$ cat src/rtl/dbh_pkg.sv
package dbh_pkg;
  typedef enum logic [1:0] {M_IDLE, M_RUN, M_PARK} mode_t;

  localparam int ST_W     = 4;
  localparam int ST_DONE  = 0;
  localparam int ST_BERR  = 1;
  localparam int ST_ABORT = 2;
  localparam int ST_ZERO  = 3;

  localparam logic [2:0] S_STRB_ON  = 3'd2;
  localparam logic [2:0] S_SAMPLE   = 3'd3;
  localparam logic [2:0] S_ACK      = 3'd4;
  localparam logic [2:0] S_STRB_OFF = 3'd6;
  localparam logic [2:0] S_LAST     = 3'd7;
endpackage

$ cat src/rtl/dbh_req_sample.sv
module dbh_req_sample (
  input  logic clk,
  input  logic rst_n,
  input  logic req_in,
  output logic req_q
);
  // request level captured half a cycle ahead of the state register
  always_ff @(negedge clk or negedge rst_n) begin
    if (!rst_n) req_q <= 1'b0;
    else        req_q <= req_in;
  end
endmodule

$ cat src/rtl/dbh_bus_seq.sv
module dbh_bus_seq
  import dbh_pkg::*;
#(
  parameter int DATA_W = 16
) (
  input  logic              clk,
  input  logic              rst_n,
  input  logic              go,
  input  logic              chain,
  input  logic              dtack,
  input  logic              berr,
  input  logic              req_s,
  input  logic [DATA_W-1:0] rdata,
  output logic              active,
  output logic              wr_phase,
  output logic              strobe,
  output logic              ack_out,
  output logic              keep,
  output logic              op_end,
  output logic              err_end,
  output logic [DATA_W-1:0] wdata
);
  logic              act_q, wr_q, keep_q;
  logic [2:0]        s_q;
  logic [DATA_W-1:0] data_q;
  logic              at_ack, stall;

  assign at_ack  = act_q && (s_q == S_ACK);
  assign stall   = at_ack && !dtack;
  assign err_end = act_q && berr;
  assign op_end  = act_q && !berr && wr_q && (s_q == S_LAST);

  always_ff @(posedge clk or negedge rst_n) begin
    if (!rst_n) begin
      act_q <= 1'b0;
      wr_q  <= 1'b0;
      s_q   <= 3'd0;
    end else if (!act_q) begin
      if (go) begin
        act_q <= 1'b1;
        wr_q  <= 1'b0;
        s_q   <= 3'd0;
      end
    end else if (berr) begin
      act_q <= 1'b0;
      wr_q  <= 1'b0;
      s_q   <= 3'd0;
    end else if (!stall) begin
      if (s_q == S_LAST) begin
        s_q <= 3'd0;
        if (!wr_q) begin
          wr_q <= 1'b1;
        end else begin
          wr_q  <= 1'b0;
          act_q <= chain;
        end
      end else begin
        s_q <= s_q + 3'd1;
      end
    end
  end

  always_ff @(posedge clk or negedge rst_n) begin
    if (!rst_n) begin
      keep_q <= 1'b0;
      data_q <= '0;
    end else begin
      if (act_q && !wr_q && (s_q == S_SAMPLE)) keep_q <= req_s;
      if (at_ack && dtack && !wr_q && !berr)   data_q <= rdata;
    end
  end

  assign active   = act_q;
  assign wr_phase = wr_q;
  assign strobe   = act_q && (s_q >= S_STRB_ON) && (s_q <= S_STRB_OFF);
  assign ack_out  = act_q && !wr_q;
  assign keep     = keep_q;
  assign wdata    = data_q;

  // a missing data acknowledge holds the cycle in S4
  a_r3_wait_hold: assert property (@(posedge clk) disable iff (!rst_n)
    (act_q && s_q == S_ACK && !dtack && !berr) |=> (act_q && s_q == S_ACK && $stable(wr_q)));

  // the read cycle's last state hands over to write S0
  a_r2_read_then_write: assert property (@(posedge clk) disable iff (!rst_n)
    (act_q && !wr_q && s_q == S_LAST && !berr) |=> (act_q && wr_q && s_q == 3'd0));

  // a bus error drops bus ownership on the next clock
  a_r8_berr_drop: assert property (@(posedge clk) disable iff (!rst_n)
    (act_q && berr) |=> !act_q);
endmodule

$ cat src/rtl/dbh_blk_ctrl.sv
module dbh_blk_ctrl
  import dbh_pkg::*;
#(
  parameter int CNT_W  = 16,
  parameter int ADDR_W = 24
) (
  input  logic              clk,
  input  logic              rst_n,
  input  logic              start,
  input  logic [CNT_W-1:0]  len,
  input  logic [ADDR_W-1:0] base,
  input  logic              abort,
  input  logic              req_s,
  input  logic              op_end,
  input  logic              err_end,
  input  logic              keep,
  output logic              go,
  output logic              chain,
  output mode_t             mode,
  output logic [ADDR_W-1:0] addr,
  output logic [ST_W-1:0]   set_vec
);
  mode_t             mode_q;
  logic [CNT_W-1:0]  cnt_q;
  logic [ADDR_W-1:0] addr_q;
  logic              abort_q;
  logic              last, abort_now, len_zero;

  assign last      = (cnt_q == CNT_W'(1));
  assign abort_now = abort_q || abort;
  assign len_zero  = (len == '0);
  assign chain     = keep && !last && !abort_now;
  assign go        = ((mode_q == M_IDLE) && start && !len_zero) ||
                     ((mode_q == M_PARK) && req_s && !abort);

  always_comb begin
    set_vec           = '0;
    set_vec[ST_ZERO]  = (mode_q == M_IDLE) && start && len_zero;
    set_vec[ST_DONE]  = (mode_q == M_RUN) && op_end && last;
    set_vec[ST_BERR]  = (mode_q == M_RUN) && err_end;
    set_vec[ST_ABORT] = ((mode_q == M_RUN) && op_end && !last && abort_now) ||
                        ((mode_q == M_PARK) && abort);
  end

  always_ff @(posedge clk or negedge rst_n) begin
    if (!rst_n) begin
      mode_q  <= M_IDLE;
      cnt_q   <= '0;
      addr_q  <= '0;
      abort_q <= 1'b0;
    end else begin
      unique case (mode_q)
        M_IDLE: begin
          if (start && !len_zero) begin
            cnt_q   <= len;
            addr_q  <= base;
            abort_q <= 1'b0;
            mode_q  <= M_RUN;
          end
        end
        M_RUN: begin
          if (abort) abort_q <= 1'b1;
          if (err_end) begin
            mode_q <= M_IDLE;
          end else if (op_end) begin
            cnt_q  <= cnt_q - CNT_W'(1);
            addr_q <= addr_q + ADDR_W'(1);
            if (last || abort_now) mode_q <= M_IDLE;
            else if (!keep)        mode_q <= M_PARK;
          end
        end
        M_PARK: begin
          if (abort)      mode_q <= M_IDLE;
          else if (req_s) mode_q <= M_RUN;
        end
        default: mode_q <= M_IDLE;
      endcase
    end
  end

  assign mode = mode_q;
  assign addr = addr_q;

  // each finished operand that is not the last takes exactly one count
  a_r7_cnt_step: assert property (@(posedge clk) disable iff (!rst_n)
    (mode_q == M_RUN && op_end && !last) |=> (cnt_q == $past(cnt_q) - CNT_W'(1)));

  // the last operand always returns to idle
  a_r7_last_ends: assert property (@(posedge clk) disable iff (!rst_n)
    (mode_q == M_RUN && op_end && last) |=> (mode_q == M_IDLE));

  // a start inside a running block leaves count and address alone
  a_r11_start_ignored: assert property (@(posedge clk) disable iff (!rst_n)
    (mode_q == M_RUN && start && !op_end && !err_end) |=> ($stable(cnt_q) && $stable(addr_q)));
endmodule

$ cat src/rtl/dbh_status_irq.sv
module dbh_status_irq
  import dbh_pkg::*;
(
  input  logic            clk,
  input  logic            rst_n,
  input  logic [ST_W-1:0] set_vec,
  input  logic [ST_W-1:0] clr,
  input  logic            ie_glob,
  input  logic            ie_norm,
  input  logic            ie_err,
  output logic [ST_W-1:0] status,
  output logic            irq
);
  logic [ST_W-1:0] st_q;
  logic            norm_hit, err_hit;

  always_ff @(posedge clk or negedge rst_n) begin
    if (!rst_n) st_q <= '0;
    else        st_q <= (st_q & ~clr) | set_vec;
  end

  assign norm_hit = ie_norm && st_q[ST_DONE];
  assign err_hit  = ie_err && (st_q[ST_BERR] || st_q[ST_ABORT] || st_q[ST_ZERO]);
  assign irq      = ie_glob && (norm_hit || err_hit);
  assign status   = st_q;

  // a cleared bit with no simultaneous set reads back as zero
  a_r12_w1c: assert property (@(posedge clk) disable iff (!rst_n)
    (set_vec == '0 && clr != '0) |=> ((st_q & $past(clr)) == '0));

  // a set beats a clear in the same clock
  a_r12_set_wins: assert property (@(posedge clk) disable iff (!rst_n)
    (set_vec != '0) |=> ((st_q & $past(set_vec)) == $past(set_vec)));
endmodule

$ cat src/rtl/dma_burst_hs.sv
module dma_burst_hs
  import dbh_pkg::*;
#(
  parameter int CNT_W  = 16,
  parameter int ADDR_W = 24,
  parameter int DATA_W = 16
) (
  input  logic              clk,
  input  logic              rst_n,
  input  logic              start,
  input  logic [CNT_W-1:0]  blk_len,
  input  logic [ADDR_W-1:0] blk_base,
  input  logic              abort,
  input  logic              dreq,
  input  logic              dtack,
  input  logic              berr,
  input  logic [DATA_W-1:0] bus_rdata,
  input  logic              ie_glob,
  input  logic              ie_norm,
  input  logic              ie_err,
  input  logic [3:0]        stat_clr,
  output logic              dack,
  output logic              bus_own,
  output logic              bus_strobe,
  output logic              bus_write,
  output logic [ADDR_W-1:0] bus_addr,
  output logic [DATA_W-1:0] bus_wdata,
  output logic [3:0]        status,
  output logic              irq
);
  logic            req_s, go, chain, keep, op_end, err_end, active, wr_phase;
  mode_t           mode;
  logic [ST_W-1:0] set_vec;

  dbh_req_sample u_req (
    .clk    (clk),
    .rst_n  (rst_n),
    .req_in (dreq),
    .req_q  (req_s)
  );

  dbh_bus_seq #(.DATA_W(DATA_W)) u_seq (
    .clk      (clk),
    .rst_n    (rst_n),
    .go       (go),
    .chain    (chain),
    .dtack    (dtack),
    .berr     (berr),
    .req_s    (req_s),
    .rdata    (bus_rdata),
    .active   (active),
    .wr_phase (wr_phase),
    .strobe   (bus_strobe),
    .ack_out  (dack),
    .keep     (keep),
    .op_end   (op_end),
    .err_end  (err_end),
    .wdata    (bus_wdata)
  );

  dbh_blk_ctrl #(.CNT_W(CNT_W), .ADDR_W(ADDR_W)) u_ctrl (
    .clk     (clk),
    .rst_n   (rst_n),
    .start   (start),
    .len     (blk_len),
    .base    (blk_base),
    .abort   (abort),
    .req_s   (req_s),
    .op_end  (op_end),
    .err_end (err_end),
    .keep    (keep),
    .go      (go),
    .chain   (chain),
    .mode    (mode),
    .addr    (bus_addr),
    .set_vec (set_vec)
  );

  dbh_status_irq u_stat (
    .clk     (clk),
    .rst_n   (rst_n),
    .set_vec (set_vec),
    .clr     (stat_clr),
    .ie_glob (ie_glob),
    .ie_norm (ie_norm),
    .ie_err  (ie_err),
    .status  (status),
    .irq     (irq)
  );

  assign bus_own   = active;
  assign bus_write = wr_phase;

  // while parked the bus is not held
  a_r6_park_released: assert property (@(posedge clk) disable iff (!rst_n)
    (mode == M_PARK) |-> !active);

  // no status, no interrupt
  a_r13_irq_quiet: assert property (@(posedge clk) disable iff (!rst_n)
    (status == 4'd0) |-> !irq);

  // the bus is only held while a block is running
  a_r5_own_in_run: assert property (@(posedge clk) disable iff (!rst_n)
    active |-> (mode == M_RUN));
endmodule

$ cat config.mk
export PLATFORM = sky130hd
export DESIGN_NAME = dma_burst_hs
export DESIGN_NICKNAME = d
export VERILOG_FILES = /design/src/rtl/dbh_pkg.sv /design/src/rtl/dbh_req_sample.sv /design/src/rtl/dbh_bus_seq.sv /design/src/rtl/dbh_blk_ctrl.sv /design/src/rtl/dbh_status_irq.sv /design/src/rtl/dma_burst_hs.sv
export SDC_FILE = /design/constraint.sdc
export NUM_CORES = 1
export LEC_CHECK = 0
export BUFFER_PORTS_ARGS = -buffer_cell sky130_fd_sc_hd__buf_2
export CELL_PAD_IN_SITES_DETAIL_PLACEMENT = 0
export CELL_PAD_IN_SITES_GLOBAL_PLACEMENT = 1
export CORE_ASPECT_RATIO = 1.1
export CORE_MARGIN = 4
export CORE_UTILIZATION = 39
export DETAILED_ROUTE_END_ITERATION = 8
export GPL_ROUTABILITY_DRIVEN = 0
export PLACE_DENSITY = 0.77
export SLEW_MARGIN = 20
export SYNTH_ARGS = -nofsm -noshare
export SYNTH_HDL_FRONTEND = slang
export SYNTH_SLANG_ARGS = --single-unit
$ cat constraint.sdc
create_clock -name clk -period 2.3 [get_ports clk]
set_input_delay 0.23 -clock clk [delete_from_list [all_inputs] [get_ports clk]]
set_output_delay 0.23 -clock clk [all_outputs]
set_load 0.01 [all_outputs]
==> results.toml, run 1 <==
[clocking]
cts-root-buf = "clkbuf_16"
numCtsBuffers = 9
postCtsSetupBuffers = 0
cts_resized = 0
path_clk_slew_ns = 0.06
hold_buffers = 0
clock_latency_ns = 0.34
cts.path.max_buffers = 2
htree_num_levels = 3
cts.sinks = 70
cts_tree = "done"

[die]
io_pins = 119
die-area_mm2 = 0.01274
coreArea_mm2 = 0.01059
die_w_um = 108.0
initial_utilization_pct = 40.51
die_height_um = 118.0
rows = 39

[placed_design]
portBuffers = 118
hpwl_um = 9618

[pwr]
p_per_area_mw_per_mm2 = 1154
swShare_pct = 42.59
p_clk_share_pct = 20.5
p_int_mw = 3.594
p_leak_nw = 2.492
p_comb_share_pct = 42.8
p_total_mw = 6.261
vdd_drop_max_mv = 0.4116
p_sw_mw = 2.666
seqPwrFrac_pct = 36.7

[logic_synthesis]
synthAdderAreaFrac_pct = 2.334
syn_area_mm2 = 0.004289
syn-num-nets = 543
yosysSeqAreaShare_pct = 40.84
synth_top_family_by_area = "compound AO/OA/AOI/OAI gates"
synthArstFlopShare_pct = 100.0
syn_area_per_cell_um2 = 9.224
yosysWarnings = 0
synth_cell_types = 67
yosys-mux-area-fraction_pct = 5.193
synth_seq_cells = 70
synthCells = 465
yosys.area_share.simple_pct = 22.99
synth_area_leaders = "dfrtp_1 40%, o221ai_1 4.9%, mux2_2 4.7%, nand2_1 4.6%, nor2_1 3.0%"
synth_xor_area_share_pct = 0.2042
synth_edf_count = 0
synth_compound_area_share_pct = 23.48
yosys.area.top_type = "dfrtp_1"
yosysTopAreaCellShare_pct = 40.26
synth_flop_cell = "dfrtp_1"

[routing]
vias = 4326
routed_wl_um = 13440
drt-vias-per-instance = 5.902
ant_nets = 0
first_pass_iters = 4
wl_per_cell_um = 18.33
detail_route.iter0.violations = 292
drc = 0

[job]
cap_violations = 0

[global_route]
grt_pass1_wl_um = 21760
grt.overflow.total = 0
antenna_found_initial = 0
grt_usage_pct = 21.32
grt_pass1_vias = 4249
grt_max_degree = 70

[sta]
setup_viol = 0
slew_violations = 0
fin_setup_tns_ns = 0
skew_ns = 0.009756
worst_pin_slew_ns = 0.5003
timing.hold.ws_ns = 0.03958
rsz0062_at_grt = "false"
slew-limit-headroom_pct = 66.34
finalHoldViolCount = 0

[setup_path]
critPathMaxFanout = 3
path_class = "reg2reg"
r2r_start = "u_req.req_q"
required_ns = 2.52
crit_path_end_kind = "flip-flop"
r2r-end = "u_seq.s_q[1]"
reg2reg_slack_ns = 0.09
startpoint_type = "flip-flop"
critPathArrivalTime_ns = 2.43
r2r_cells = 3

[layout]
antenna_cells = 0
final_core_util_pct = 51.25
syn_to_final_growth_pct = 26.52
nNetsFinal = 663
layout-drive-gt1-share_pct = 31.86

[worst_hold_path]
hold_path.class = "in2async"

[status]
status = "finished clean"
[power groups by stage]
stage | Sequential, mW | Combinational [mW] | Clock, mW
6_report | 2.30 | 2.68 | 1.28
4_1_cts | 2.28 | 2.70 | 1.31
3_3_place_gp | 2.28 | 2.63 | 0
3_5_place_dp | 2.30 | 2.68 | 0
5_1_grt | 2.38 | 2.99 | 1.38
2_1_floorplan | 2.23 | 1.73 | 0
[cells in the mapped netlist (3+ instances only)]
library cell / number
a221oi_1: 7
or4_1: 3
a41o_1: 4
a21o_1: 3
dfrtp_1: 69
and4_1: 4
nor3_1: 13
nand2_1: 52
nand3b_1: 5
nand3_1: 13
clkbuf_1: 17
a31o_2: 3
o21ai_0: 6
a311oi_1: 4
nor2_1: 34
mux2_2: 18
and3_1: 4
nand4_1: 11
a22oi_1: 3
o22ai_1: 7
ha_1: 8
o311ai_1: 3
inv_1: 18
nor4_1: 14
a21oi_1: 20
and2_1: 4
buf_2: 10
or3_1: 4
o211ai_1: 13
o221ai_1: 24
nand2b_1: 3
nor3b_1: 7
a32oi_1: 9
[routing by layer]
layer | wire, um | track usage, % | vias up
li1 | - | - | 2054
met1 | 5807 | 28.44 | 2109
met2 | 6600 | 34.60 | 142
met3 | 814 | 3.511 | 21
met4 | 215 | 7.735 | 0
met5 | 0 | 0 | -
[flip-flops by register name, summed over array words and instances, names as in the netlist]
name	count
u_seq.s_q	3
u_seq.keep	1
u_ctrl.cnt_q	16
u_seq.wdata	16
u_ctrl.mode	2
u_stat.status	4
u_req.req_q	1
u_ctrl.addr	24
u_seq.wr_phase	1
u_seq.active	1
u_ctrl.abort_q	1
[stage by stage]
stage | setup WS (ns) | cells | cell area (um2)
2_1_floorplan | 0.1762 | 465 | 4289
3_3_place_gp | 0.1124 | 717 | 5150
3_5_place_dp | 0.07439 | 717 | 5150
4_1_cts | 0.06827 | 733 | 5426
5_1_grt | 0.01720 | 733 | 5426
6_report | 0.08862 | 733 | 5426
[logic make-up (layout without fill, tap and decap cells)]
group	Yosys count	in the layout
buffers and inverters	50	175
DFF	70	70
adders and majority gates	8	8
AOI/OAI and AO/OA	131	131
xor gates and xnor gates	1	1
and+or+nand+nor	185	185
muxes	20	20
[worst max path at each step]
stage,start,slack [ns],end,depth (start not counted)
4_1_cts,u_req.req_q,0.07,u_ctrl.mode[0],3
3_3_place_gp,u_req.req_q,0.11,u_ctrl.mode[0],3
3_5_place_dp,u_req.req_q,0.07,u_ctrl.mode[0],3
2_1_floorplan,u_req.req_q,0.18,u_seq.s_q[1],3
6_report,u_req.req_q,0.09,u_seq.s_q[1],3
5_1_grt,u_ctrl.cnt_q[0],0.02,u_ctrl.cnt_q[12],6
[final cells by class]
| type | count | area [um2] |
|---|---|---|
| tap | 143 | 178.9 |
| clock inverter | 7 | 51.30 |
| clock buffer | 9 | 225.2 |
| timing repair buffer | 141 | 813.3 |
| multi-input combinational | 345 | 2338 |
| sequential | 70 | 1752 |
| inverter | 18 | 67.56 |
| fill | 1056 | 5162 |
[cells in the final DEF, fill, tap and decap left out, types with 14 or more instances in the layout]
cell type	count
buf_2	118
dfrtp_1	69
nand2_1	52
nor2_1	34
o221ai_1	24
a21oi_1	20
buf_4	19
inv_1	18
mux2_2	18
nor4_1	14
[critical path, stage by stage (launching register included)]
cell	delay [ns]
dfrtn_1	0.42
nand3b_1	0.13
a21boi_1	0.18
o22a_1	0.21
Power figures use the tool's default switching activity.
==> inputs of run 2 (changes only) <==
==> constraint.sdc (replaced) <==
create_clock -name clk -period 2.3 [get_ports clk]
set_input_delay 0.115 -clock clk [delete_from_list [all_inputs] [get_ports clk]]
set_output_delay 0.115 -clock clk [all_outputs]
set_load 0.01 [all_outputs]
==> run 2 against run 1 <==
Compared with the run above:
- die area stayed put
- global-route usage is 0.61 points higher
- critical path depth stayed put
- total power is 7.4% higher
- cell count is 1.4% higher
- hold slack worse by 0.033 ns
- clock-buffer cell count is 1 higher
- worst setup slack better by 0.024 ns
- sequential share of layout area is 0.93 points lower
- first-iteration DRC count is 8.6% lower
- register-to-register slack better by 0.02 ns
- critical path type unchanged
==> results.toml, run 2 (same netlist as run 1, synthesis figures left out) <==
[global_route]
grt_pass1_wl_um = 22510
grt_pass1_vias = 4317
grt_max_degree = 46
grt_usage_pct = 21.93
grt.overflow.total = 0
antenna_found_initial = 0

[sta]
rsz0062_at_grt = "false"
setup_viol = 0
slew_violations = 0
timing.hold.ws_ns = 0.007046
finalHoldViolCount = 0
worst_pin_slew_ns = 0.5586
fin_setup_tns_ns = 0
skew_ns = 0.006791
slew-limit-headroom_pct = 62.41

[die]
rows = 39
die_w_um = 108.0
die-area_mm2 = 0.01274
die_height_um = 118.0
initial_utilization_pct = 40.51
io_pins = 119
coreArea_mm2 = 0.01059

[setup_path]
required_ns = 2.53
critPathArrivalTime_ns = 2.41
path_cells = "nand3b_1, a21boi_1, o22a_1"
critPathMaxFanout = 3
path_class = "reg2reg"
cpPeakStageDelay_ns = 0.43
slowest_stage = "dfrtn_1"
crit_path_end_kind = "flip-flop"
startpoint_type = "flip-flop"

[routing]
routed_wl_um = 13580
detail_route.iter0.violations = 267
ant_nets = 0
drt-vias-per-instance = 5.887
first_pass_iters = 5
vias = 4374
drc = 0
wl_per_cell_um = 18.27

[pwr]
vdd_drop_max_mv = 0.5535
p_per_area_mw_per_mm2 = 1204
p_total_mw = 6.727
p_leak_nw = 2.573

[placed_design]
portBuffers = 118
hpwl_um = 9804
dpl_cell_area_mm2 = 0.005155
place_inst = 721

[layout]
nNetsFinal = 673
layout_commonest_cell = "buf_2"
fin_area_mm2 = 0.005587
final_cell_mix = "118 x buf_2, 69 x dfrtp_1, 52 x nand2_1"
fin_cells = 743
syn_to_final_growth_pct = 30.25
antenna_cells = 0
largest_reg_flops = 24
layout-drive-gt1-share_pct = 32.00

[clocking]
path_clk_slew_ns = 0.06
numCtsBuffers = 9
cts.path.max_buffers = 2
cts.sinks = 70
htree_num_levels = 3
postCtsSetupBuffers = 0
cts-root-buf = "clkbuf_16"
cts_tree = "done"
clock_latency_ns = 0.34

[worst_hold_path]
hold_path.class = "in2reg"

[status]
status = "finished clean"

[job]
cap_violations = 0
run 2: cell types whose count changed in the layout (fill, tap and decap cells not counted), moves of 2 or more:
cell	before	now
dlygate4sd3_1	0	6
buf_4	19	25
bufinv_16	0	4
buf_12	4	2
clkinv_4	3	0
run 2: per-layer routing:
layer,up-vias,global-route usage (%),routed length [um]
met1,2124,29.97,5890
li1,2075,-,-
met4,0,6.551,237
met3,19,5.211,965
met2,156,34.37,6484
met5,-,0,0
run 2: area by class of cell:
| type | count | area [um2] |
|---|---|---|
| fill | 1046 | 5002 |
| multi-input combinational | 345 | 2338 |
| sequential | 70 | 1752 |
| timing repair buffer | 151 | 878.3 |
| clock buffer | 10 | 239.0 |
| tap | 143 | 178.9 |
| clock inverter | 6 | 132.6 |
| inverter | 18 | 67.56 |
run 2: worst paths after layout:
| path | from | to | slack, ns | cells after the start |
|---|---|---|---|---|
| hold reg to reg | u_seq.wdata[9] | u_seq.wdata[9] | 0.50 | 1 |
| setup / recovery | u_req.req_q | u_seq.s_q[1] | 0.11 | 3 |
| hold / removal | bus_rdata[1] | u_seq.wdata[1] | 0.007 | 2 |
| max in group asynchronous | rst_n | u_req.req_q | 0.93 | 2 |
| min in group asynchronous | rst_n | u_ctrl.cnt_q[2] | 0.49 | 3 |
| setup reg to reg | u_req.req_q | u_seq.s_q[1] | 0.11 | 3 |
run 2: what timing repair did:
| item | in CTS | in global routing |
|---|---|---|
| setup endpoints to repair | 0 | 3 |
| gates resized for setup | 0 | 1 |
| endpoints found under the hold margin | 35 | 0 |
| hold buffers | 6 | 0 |
run 2: critical path, delay by kind of cell, from the launching register on:
kind,cells,cell delay (ns)
flip-flops,1,0.43
AO/OA/AOI/OAI,2,0.38
AND/OR/NAND/NOR,1,0.11
run 2: stage by stage:
stage	utilization, %	worst slack [ns]
floorplan	-	0.1762
global placement	48.68	0.1032
detailed placement	48.68	0.06185
CTS	52.76	0.05014
global route	52.76	0.00005973
finish	52.76	0.1128
run 2: power breakdown:
part	internal (mW)	switching, mW	total (mW)	leakage, nW
clock network	1.20	0.544	1.74	0.179
logic	1.21	1.48	2.69	1.56
registers	1.66	0.633	2.30	0.838
==> inputs of run 3 (changes only) <==
CORE_UTILIZATION = 40   (was 39)
MAX_ROUTING_LAYER = met4   (was unset)
PLACE_DENSITY = 0.78   (was 0.77)
SYNTH_HIERARCHICAL = 1   (was unset)
==> run 3 against run 2 <==
Compared with the run above:
- the run now ends with setup timing left
- total power increased by 2.5%
- die area increased by 1.1%
- hold slack improved by 0.0046 ns
- clock skew increased by 0.0025 ns
- worst setup slack got worse by 0.14 ns
- register-to-register slack got worse by 0.14 ns
- via count increased by 4.5%
- core utilization increased by 0.33 points
- critical path type unchanged
==> results.toml, run 3 <==
[status]
status = "finished with violations"
violations = "setup timing"

[placed_design]
dpl_cell_area_mm2 = 0.005375
hpwl_um = 10120
portBuffers = 118

[sta]
slew-limit-headroom_pct = 58.13
finalHoldViolCount = 0
finalWorstSetupSlack_ns = -0.03142
slew_violations = 0
rsz0062_at_grt = "true"
skew_ns = 0.009247
setup_viol = 3
worst_pin_slew_ns = 0.6224
timing.hold.ws_ns = 0.01163

[logic_synthesis]
syn_area_mm2 = 0.004453
synth_edf_count = 0
yosysSeqAreaShare_pct = 39.34
synth_flop_cell = "dfrtp_1"
synth_area_leaders = "dfrtp_1 39%, nand2_1 4.6%, o221ai_1 4.3%, mux2_4 3.4%, nor2_1 2.6%"
synth_seq_cells = 70
synthAdderAreaFrac_pct = 2.248
synth_top_family_by_area = "simple AND/OR/NAND/NOR gates"
synth_cell_types = 67
yosys-mux-area-fraction_pct = 6.069
yosys.area_share.simple_pct = 23.52
synth_most_common_cell = "dfrtp_1"
synthCells = 482
syn-num-nets = 560
yosys-top-cells-count = "69 x dfrtp_1, 54 x nand2_1, 31 x nor2_1"
synthArstFlopShare_pct = 100.0
yosys.area.top_type = "dfrtp_1"
yosysTopAreaCellShare_pct = 38.77
syn_area_per_cell_um2 = 9.239
synth_xor_area_share_pct = 0
synth_compound_area_share_pct = 23.21
yosysWarnings = 6

[layout]
largest_reg_flops = 24
antenna_cells = 0
layout_commonest_cell = "buf_2"
fillers = 1064
final_cell_mix = "118 x buf_2, 69 x dfrtp_1, 54 x nand2_1"
nNetsFinal = 701
syn_to_final_growth_pct = 30.06
layout-drive-gt1-share_pct = 33.76
fin_area_mm2 = 0.005792

[clocking]
cts.sinks = 70
clock_latency_ns = 0.34
cts.path.max_buffers = 2
cts_tree = "done"
path_clk_slew_ns = 0.05
numCtsBuffers = 9
htree_num_levels = 3
cts-root-buf = "clkbuf_16"

[routing]
routed_wl_um = 14160
detail_route.iter0.violations = 300
vias = 4572
ant_nets = 0
wl_per_cell_um = 18.27
drt-vias-per-instance = 5.899
drc = 0
first_pass_iters = 5

[setup_path]
path_class = "reg2reg"
critPathMaxFanout = 3
critPathArrivalTime_ns = 2.53
required_ns = 2.50
crit_path_end_kind = "flip-flop"
startpoint_type = "flip-flop"

[die]
die-area_mm2 = 0.01289
die_w_um = 108.6
die_height_um = 118.7
coreArea_mm2 = 0.01091
rows = 40
io_pins = 119
initial_utilization_pct = 40.81

[pwr]
p_total_mw = 6.892
p_leak_nw = 2.711
p_per_area_mw_per_mm2 = 1190
vdd_drop_max_mv = 0.4769

[worst_hold_path]
hold_path.class = "in2reg"

[global_route]
grt_pass1_vias = 4493
grt_usage_pct = 22.52
grt_pass1_wl_um = 22520
grt_max_degree = 70
antenna_found_initial = 0
grt.overflow.total = 0

[job]
cap_violations = 0
[run 3: path summary, 6_finish.rpt]
kind / from / end / slack, ns / depth (start not counted)
max reg2reg: u_req/req_q / u_ctrl/mode[1] / -0.03 / 4
min in group asynchronous: rst_n / u_ctrl/addr[14] / 0.43 / 3
min reg2reg: u_seq/wdata[4] / u_seq/wdata[4] / 0.51 / 1
max in group asynchronous: rst_n / u_req/req_q / 0.91 / 2
min: bus_rdata[8] / u_seq/wdata[8] / 0.01 / 2
max: u_req/req_q / u_ctrl/mode[1] / -0.03 / 4
[run 3: cells by family after synthesis]
| logic type | count (synthesis) |
|---|---|
| compound gates | 131 |
| simple gates | 196 |
| buf+inv | 56 |
| mux | 21 |
| fa+ha+maj | 8 |
| flops | 70 |
[run 3: report_power, final]
part / internal, mW / total (mW) / switching, mW
sequential: 1.69 / 2.31 / 0.619
clock: 0.876 / 1.40 / 0.525
combinational: 1.41 / 3.18 / 1.77
[run 3: layer usage]
layer / wire length, um / vias to the layer above / track usage (%)
met5: 0 / - / -
met4: 213 / 0 / 8.524
met3: 1067 / 21 / 3.878
met2: 6826 / 194 / 35.01
met1: 6048 / 2207 / 29.27
li1: - / 2150 / -
[run 3: layout make-up]
cell class,instances,area (um2),share of cell area (%)
clock buffers,14,294.0,5.077
clock inverters,2,12.51,0.2160
inverters,20,75.07,1.296
multi-input cells,356,2469,42.62
flip-flops and latches,70,1752,30.24
well taps,147,183.9,3.176
repair buffers,166,1006,17.37
[run 3: through the flow]
| stage | utilization, % | TNS [ns] | cells | worst slack, ns |
|---|---|---|---|---|
| floorplan | - | 0 | 482 | 0.03300 |
| global placement | 49.27 | -0.03431 | 747 | -0.01871 |
| detailed placement | 49.27 | -0.03993 | 747 | -0.02412 |
| CTS | 52.72 | -0.03325 | 770 | -0.01910 |
| global route | 53.08 | -0.3482 | 775 | -0.09885 |
| finish | 53.08 | -0.07153 | 775 | -0.03142 |
[run 3: worst max-delay path, cell delays in order, from the launching register on]
cell	delay (ns)
dfrtn_1	0.36
nor4b_1	0.36
nor3_1	0.11
nand3_1	0.10
a32oi_1	0.11
[run 3: what timing repair did]
action	4_1_cts	5_1_grt
resized for setup	1	1
setup endpoints to repair	4	19
endpoints found under the hold margin	75	0
pin swaps	4	0
buffers inserted	0	5
hold buffers	7	0
